--- src/rtl/updn_pkg.sv ---
package updn_pkg;
  typedef enum logic [1:0] {
    STEP_NONE = 2'd0,
    STEP_UP   = 2'd1,
    STEP_DN   = 2'd2
  } step_e;

  function automatic int top_value(input int width, input bit decade);
    return decade ? 9 : ((1 << width) - 1);
  endfunction
endpackage

--- src/rtl/updn_sync.sv ---
module updn_sync #(
  parameter int STAGES = 2
) (
  input  logic clk,
  input  logic rst,
  input  logic din,
  output logic dout
);
  logic [STAGES-1:0] sh_q;

  always_ff @(posedge clk) begin
    if (rst) sh_q <= '1;
    else     sh_q <= {sh_q[STAGES-2:0], din};
  end

  assign dout = sh_q[STAGES-1];
endmodule

--- src/rtl/updn_edge.sv ---
module updn_edge
  import updn_pkg::*;
(
  input  logic       clk,
  input  logic       rst,
  input  logic [1:0] lvl,      // [0] up, [1] down, synchronized
  output step_e      step
);
  logic [1:0] prev_q;
  logic [1:0] rise;

  always_ff @(posedge clk) begin
    if (rst) prev_q <= 2'b11;
    else     prev_q <= lvl;
  end

  assign rise = lvl & ~prev_q;

  always_comb begin
    step = STEP_NONE;
    if (rise == 2'b01 && lvl[1])      step = STEP_UP;
    else if (rise == 2'b10 && lvl[0]) step = STEP_DN;
  end

  AST_NO_STEP_OTHER_LOW: assert property (@(posedge clk) disable iff (rst)
    (lvl != 2'b11) |-> (step == STEP_NONE));
endmodule

--- src/rtl/updn_core.sv ---
module updn_core
  import updn_pkg::*;
#(
  parameter int WIDTH = 4,
  parameter int TOP   = 15
) (
  input  logic             clk,
  input  logic             rst,
  input  logic             clr,
  input  logic             load_n,
  input  logic [WIDTH-1:0] data,
  input  step_e            step,
  output logic [WIDTH-1:0] count
);
  localparam logic [WIDTH-1:0] TOPV = WIDTH'(TOP);

  always_ff @(posedge clk) begin
    if (rst || clr) begin
      count <= '0;
    end else if (!load_n) begin
      count <= data;
    end else begin
      case (step)
        STEP_UP: count <= (count >= TOPV) ? '0 : count + 1'b1;
        STEP_DN: count <= (count == '0) ? TOPV : count - 1'b1;
        default: count <= count;
      endcase
    end
  end

  AST_CLEAR_ZERO: assert property (@(posedge clk) disable iff (rst)
    clr |=> (count == '0));
  AST_LOAD_TAKES_DATA: assert property (@(posedge clk) disable iff (rst)
    (!clr && !load_n) |=> (count == $past(data)));
  AST_IDLE_HOLDS: assert property (@(posedge clk) disable iff (rst)
    (!clr && load_n && step == STEP_NONE) |=> $stable(count));
  AST_UP_WRAP: assert property (@(posedge clk) disable iff (rst)
    (!clr && load_n && step == STEP_UP && count == TOPV) |=> (count == '0));
  AST_DN_WRAP: assert property (@(posedge clk) disable iff (rst)
    (!clr && load_n && step == STEP_DN && count == '0) |=> (count == TOPV));
endmodule

--- src/rtl/updn_term.sv ---
module updn_term #(
  parameter int WIDTH = 4,
  parameter int TOP   = 15
) (
  input  logic             clk,
  input  logic             rst,
  input  logic             up_lvl,
  input  logic             dn_lvl,
  input  logic [WIDTH-1:0] count,
  output logic             ovf_n,
  output logic             unf_n
);
  localparam logic [WIDTH-1:0] TOPV = WIDTH'(TOP);

  always_ff @(posedge clk) begin
    if (rst) begin
      ovf_n <= 1'b1;
      unf_n <= 1'b1;
    end else begin
      ovf_n <= ~(~up_lvl && (count == TOPV));
      unf_n <= ~(~dn_lvl && (count == '0));
    end
  end

  AST_OVF_ONLY_AT_TOP: assert property (@(posedge clk) disable iff (rst)
    (count != TOPV) |=> ovf_n);
  AST_UNF_ONLY_AT_ZERO: assert property (@(posedge clk) disable iff (rst)
    (count != '0) |=> unf_n);
  AST_OVF_FOLLOWS_UP: assert property (@(posedge clk) disable iff (rst)
    up_lvl |=> ovf_n);
endmodule

--- src/rtl/updn_pulse_counter.sv ---
module updn_pulse_counter
  import updn_pkg::*;
#(
  parameter int WIDTH       = 4,
  parameter bit DECADE      = 1'b0,
  parameter int SYNC_STAGES = 2
) (
  input  logic             clk,
  input  logic             rst,
  input  logic             cnt_up_i,
  input  logic             cnt_dn_i,
  input  logic             clr_i,
  input  logic             load_n_i,
  input  logic [WIDTH-1:0] data_i,
  output logic [WIDTH-1:0] count_o,
  output logic             ovf_n_o,
  output logic             unf_n_o
);
  localparam int TOP = top_value(WIDTH, DECADE);

  logic [1:0] raw;
  logic [1:0] lvl;
  step_e      step;

  assign raw = {cnt_dn_i, cnt_up_i};

  for (genvar g = 0; g < 2; g++) begin : g_sync
    updn_sync #(.STAGES(SYNC_STAGES)) u_sync (
      .clk (clk),
      .rst (rst),
      .din (raw[g]),
      .dout(lvl[g])
    );
  end

  updn_edge u_edge (
    .clk (clk),
    .rst (rst),
    .lvl (lvl),
    .step(step)
  );

  updn_core #(.WIDTH(WIDTH), .TOP(TOP)) u_core (
    .clk   (clk),
    .rst   (rst),
    .clr   (clr_i),
    .load_n(load_n_i),
    .data  (data_i),
    .step  (step),
    .count (count_o)
  );

  updn_term #(.WIDTH(WIDTH), .TOP(TOP)) u_term (
    .clk   (clk),
    .rst   (rst),
    .up_lvl(lvl[0]),
    .dn_lvl(lvl[1]),
    .count (count_o),
    .ovf_n (ovf_n_o),
    .unf_n (unf_n_o)
  );

  AST_RESET_STATE: assert property (@(posedge clk)
    rst |=> (count_o == '0 && ovf_n_o && unf_n_o));
endmodule

--- config.mk ---
export PLATFORM = sky130hd
export DESIGN_NAME = updn_pulse_counter
export DESIGN_NICKNAME = d
export VERILOG_FILES = /design/src/rtl/updn_pkg.sv /design/src/rtl/updn_sync.sv /design/src/rtl/updn_edge.sv /design/src/rtl/updn_core.sv /design/src/rtl/updn_term.sv /design/src/rtl/updn_pulse_counter.sv
export SDC_FILE = /design/constraint.sdc
export NUM_CORES = 1
export LEC_CHECK = 0
export BUFFER_PORTS_ARGS = -buffer_cell sky130_fd_sc_hd__buf_2
export CAP_MARGIN = 20
export CORE_AREA = 3 3 40 42
export DETAILED_ROUTE_END_ITERATION = 12
export DIE_AREA = 0 0 43 45
export PLACE_DENSITY = 0.75
export RECOVER_POWER = 100
export SYNTH_ARGS = -nofsm -noshare
export SYNTH_HDL_FRONTEND = slang
export SYNTH_HIERARCHICAL = 1
export SYNTH_SLANG_ARGS = --single-unit
--- constraint.sdc ---
create_clock -name clk -period 3.8 [get_ports clk]
set_input_delay 0.19 -clock clk [delete_from_list [all_inputs] [get_ports clk]]
set_output_delay 0.19 -clock clk [all_outputs]
set_load 0.005 [all_outputs]
==> flow_metrics.py <==
metrics = {
    "drt": {
        "viasPerCell": 5.28,
        "routed_wl_um": 1110,
        "drtAntennaViolNets": 0,
        "drtIter0Drc": 4,
        "wl_met3_um": 95,
        "dr_wl_met2_um": 514,
        "wire_per_inst_um": 11.9,
        "met1_length_um": 504,
        "remaining_drc_errors": 0,
        "vias": 496,
        "first_pass_iters": 4,
        "routed.top_layer": "met3",
    },
    "worst_hold_path": {
        "worstHoldStart": "cnt_dn_i",
        "hold_path_end": "g_sync[1].u_sync/sh_q[0]$_SDFF_PP1_",
        "hold_depth": 2,
        "worstHoldPathType": "input port to register",
    },
    "synthesis": {
        "yosysUniqueCellTypes": 33,
        "ys.flop_type": "dfxtp_1",
        "synthTopCellsByArea": "dfxtp_1 (42%), or2_1 (6.6%), ha_1 (4.4%)",
        "synth_warnings": 6,
        "synth_edf_count": 0,
        "synth_area_per_cell_sq_um": 9.35,
        "yosysMostFrequentCell": "dfxtp_1",
        "ys_ff_latch": 12,
        "seq_area_frac_synth_pct": 42.1,
        "synth_common_cells": "dfxtp_1 (12), or2_1 (6), inv_1 (4)",
        "synth.largest_area_cell": "dfxtp_1",
        "syn_area_sq_um": 571,
        "synth_nets": 73,
        "yosysTopAreaCellShare_pct": 42.1,
        "async_flop_share_pct": 0,
        "synthCells": 61,
    },
    "floorplanning": {
        "die_width_um": 43,
        "die_h_um": 45,
        "placeableCoreArea_sq_um": 1280,
        "rows": 13,
        "start_util_pct": 44.4,
        "dieArea_sq_um": 1940,
        "pin_count": 16,
    },
    "placement": {
        "dp_hpwl_um": 855,
        "numPortBuffers": 15,
        "gp_congestion": 0.802,
        "post-place-ws_ns": 2.35,
    },
    "sta": {
        "fmax_ghz": 0.644,
        "tightest_slew_ns": 0.370,
        "setup_viol": 0,
        "report.final.slew_viol_count": 0,
        "relSlewSlack_pct": 75.3,
        "rsz0062_at_grt": "no",
        "fin_crit_ns": 1.55,
        "finalHoldViolCount": 0,
        "fin_skew_ns": 0.00193,
        "setup_tns_ns": 0,
        "setup_slack_ns": 2.25,
        "fin_crit_sh_pct": 40.9,
    },
    "cts": {
        "cts_root_buf": "clkbuf_4",
        "clk_pin_slew_ns": 0.07,
        "postCtsSetupBuffers": 0,
        "cts_hold_buf": 0,
        "ctsResizeCount": 0,
        "cts_tree": "done",
        "clk_path_buf_depth": 2,
        "cts_max_level": 1,
        "cts_sinks": 12,
        "cts_buffers": 3,
        "worstSkewPairLatency_ns": 0.27,
    },
    "worst_setup_path": {
        "cp.required_ns": 4.01,
        "cp_top_family": "simple AND/OR/NAND/NOR gates",
        "path_cells": "and4b_1 > nand2b_1 > or4_1 > a31oi_1",
        "cp_max_fo": 7,
        "critical_path_arrival_ns": 1.76,
        "cp-end-kind": "register",
        "critPathKind": "register to register",
        "worst-path-buf-inv": 0,
        "cp-start-kind": "register",
        "reg2reg_from": "u_edge/prev_q[0]$_SDFF_PP1_",
        "rrSetupSlack_ns": 2.25,
        "reg2reg_to": "u_core/count[3]$_SDFFE_PP0P_",
        "cp_slowest_cell": "or4_1",
        "reg2reg_depth": 4,
        "cpPeakStageDelay_ns": 0.55,
    },
    "finish": {
        "syn_to_final_growth_pct": 20.6,
        "antenna_cells": 0,
        "multi_input_area_sq_um": 304,
        "register_area_sq_um": 240,
        "drive_above_1_share_pct": 24.1,
        "fin_nets": 92,
        "fill_cells": 132,
    },
    "global_routing": {
        "grt_pass1_wl_um": 1890,
        "grt_overflow": 0,
        "grt_pass1_vias": 429,
        "grtUsageTotal_pct": 13.3,
        "grt_max_degree": 11,
        "antenna_found_initial": 0,
    },
    "power_and_ir_drop": {
        "ir_drop_mv": 0.289,
        "p_leak_nw": 0.291,
        "power_density_nw_per_um2": 379,
    },
    "run": {
        "maxCapViolCount": 0,
    },
    "outcome": {
        "status": "finished, final reports clean",
    },
}
==> cell usage in the layout (no fill, tap or decap), types with 2 or more instances in the layout <==
master and instances:
dfxtp_1 12, nand3_1 2, clkbuf_4 3, nand2b_1 2, a211oi_1 2, nand2_1 3, nor2_1 3, ha_1 2
or2_1 6, inv_1 4, and4b_1 2, buf_2 14, o22ai_1 2, o21ai_0 2
==> where the power goes <==
part / total [mW] / switching (mW) / internal, mW
Combinational: 0.0248 / 0.0121 / 0.0127
Clock: 0.0997 / 0.0415 / 0.0582
Sequential: 0.136 / 0.00573 / 0.130
Total: 0.261 / 0.0593 / 0.201
==> routing by layer <==
layer	GRT usage, %	up-vias
met4	3.61	0
met5	0	-
li1	-	262
met2	21.3	16
met1	15.6	218
met3	7.17	0
==> sequential cells by signal, indices dropped and copies added, names as in the netlist <==
signal,flops
u_term/unf_n,1
u_term/ovf_n,1
u_edge/prev_q,2
u_core/count,4
g_sync.u_sync/sh_q,4
==> area by class of cell <==
type                            count  area share, %
Clock buffer                        4           5.27
Inverter                            4           2.18
Multi-Input combinational cell     44           44.2
Sequential cell                    12           34.9
Tap cell                           15           2.73
Timing Repair Buffer               15           10.7
==> logic make-up after synthesis <==
logic type	share of synthesized area (%)
adders and majority gates	4.39
buffers and inverters	3.29
xor gates and xnor gates	1.54
DFF	42.1
muxes	1.75
AOI/OAI and AO/OA	16.9
and+or+nand+nor	30.0
==> how the worst max path moves through the flow <==
| stage | from | slack (ns) | to | cells after the start |
|---|---|---|---|---|
| after CTS | g_sync[1].u_sync/sh_q[1]$_SDFF_PP1_ | 2.33 | u_core/count[3]$_SDFFE_PP0P_ | 4 |
| after floorplan | g_sync[0].u_sync/sh_q[1]$_SDFF_PP1_ | 2.42 | u_core/count[3]$_SDFFE_PP0P_ | 4 |
| after global placement | g_sync[1].u_sync/sh_q[1]$_SDFF_PP1_ | 2.37 | u_core/count[3]$_SDFFE_PP0P_ | 4 |
| final | u_edge/prev_q[0]$_SDFF_PP1_ | 2.25 | u_core/count[3]$_SDFFE_PP0P_ | 4 |
| after global routing | u_edge/prev_q[0]$_SDFF_PP1_ | 2.16 | u_core/count[3]$_SDFFE_PP0P_ | 4 |
| after detailed placement | g_sync[1].u_sync/sh_q[1]$_SDFF_PP1_ | 2.35 | u_core/count[3]$_SDFFE_PP0P_ | 4 |
==> stage by stage <==
| stage | hold WS (ns) | cell area, sq um | power, mW | cells | util, % |
|---|---|---|---|---|---|
| 6_report | 0.0929 | 688 | 0.261 | 94 | 53.6 |
| 3_3_place_gp | 0.372 | 661 | 0.164 | 90 | 51.4 |
| 4_1_cts | 0.0830 | 697 | 0.267 | 94 | 54.2 |
| 3_5_place_dp | 0.374 | 661 | 0.165 | 90 | 51.4 |
| 5_1_grt | 0.0802 | 688 | 0.277 | 94 | 53.6 |
| 2_1_floorplan | 0.287 | 571 | 0.154 | 61 | - |
==> worst reg2reg max path, cell delays in order, from the launching register on <==
cell,delay (ns)
dfxtp_1,0.34
and4b_1,0.20
nand2b_1,0.24
or4_1,0.55
a31oi_1,0.15
Note: power is estimated with default switching activity, not from simulation.
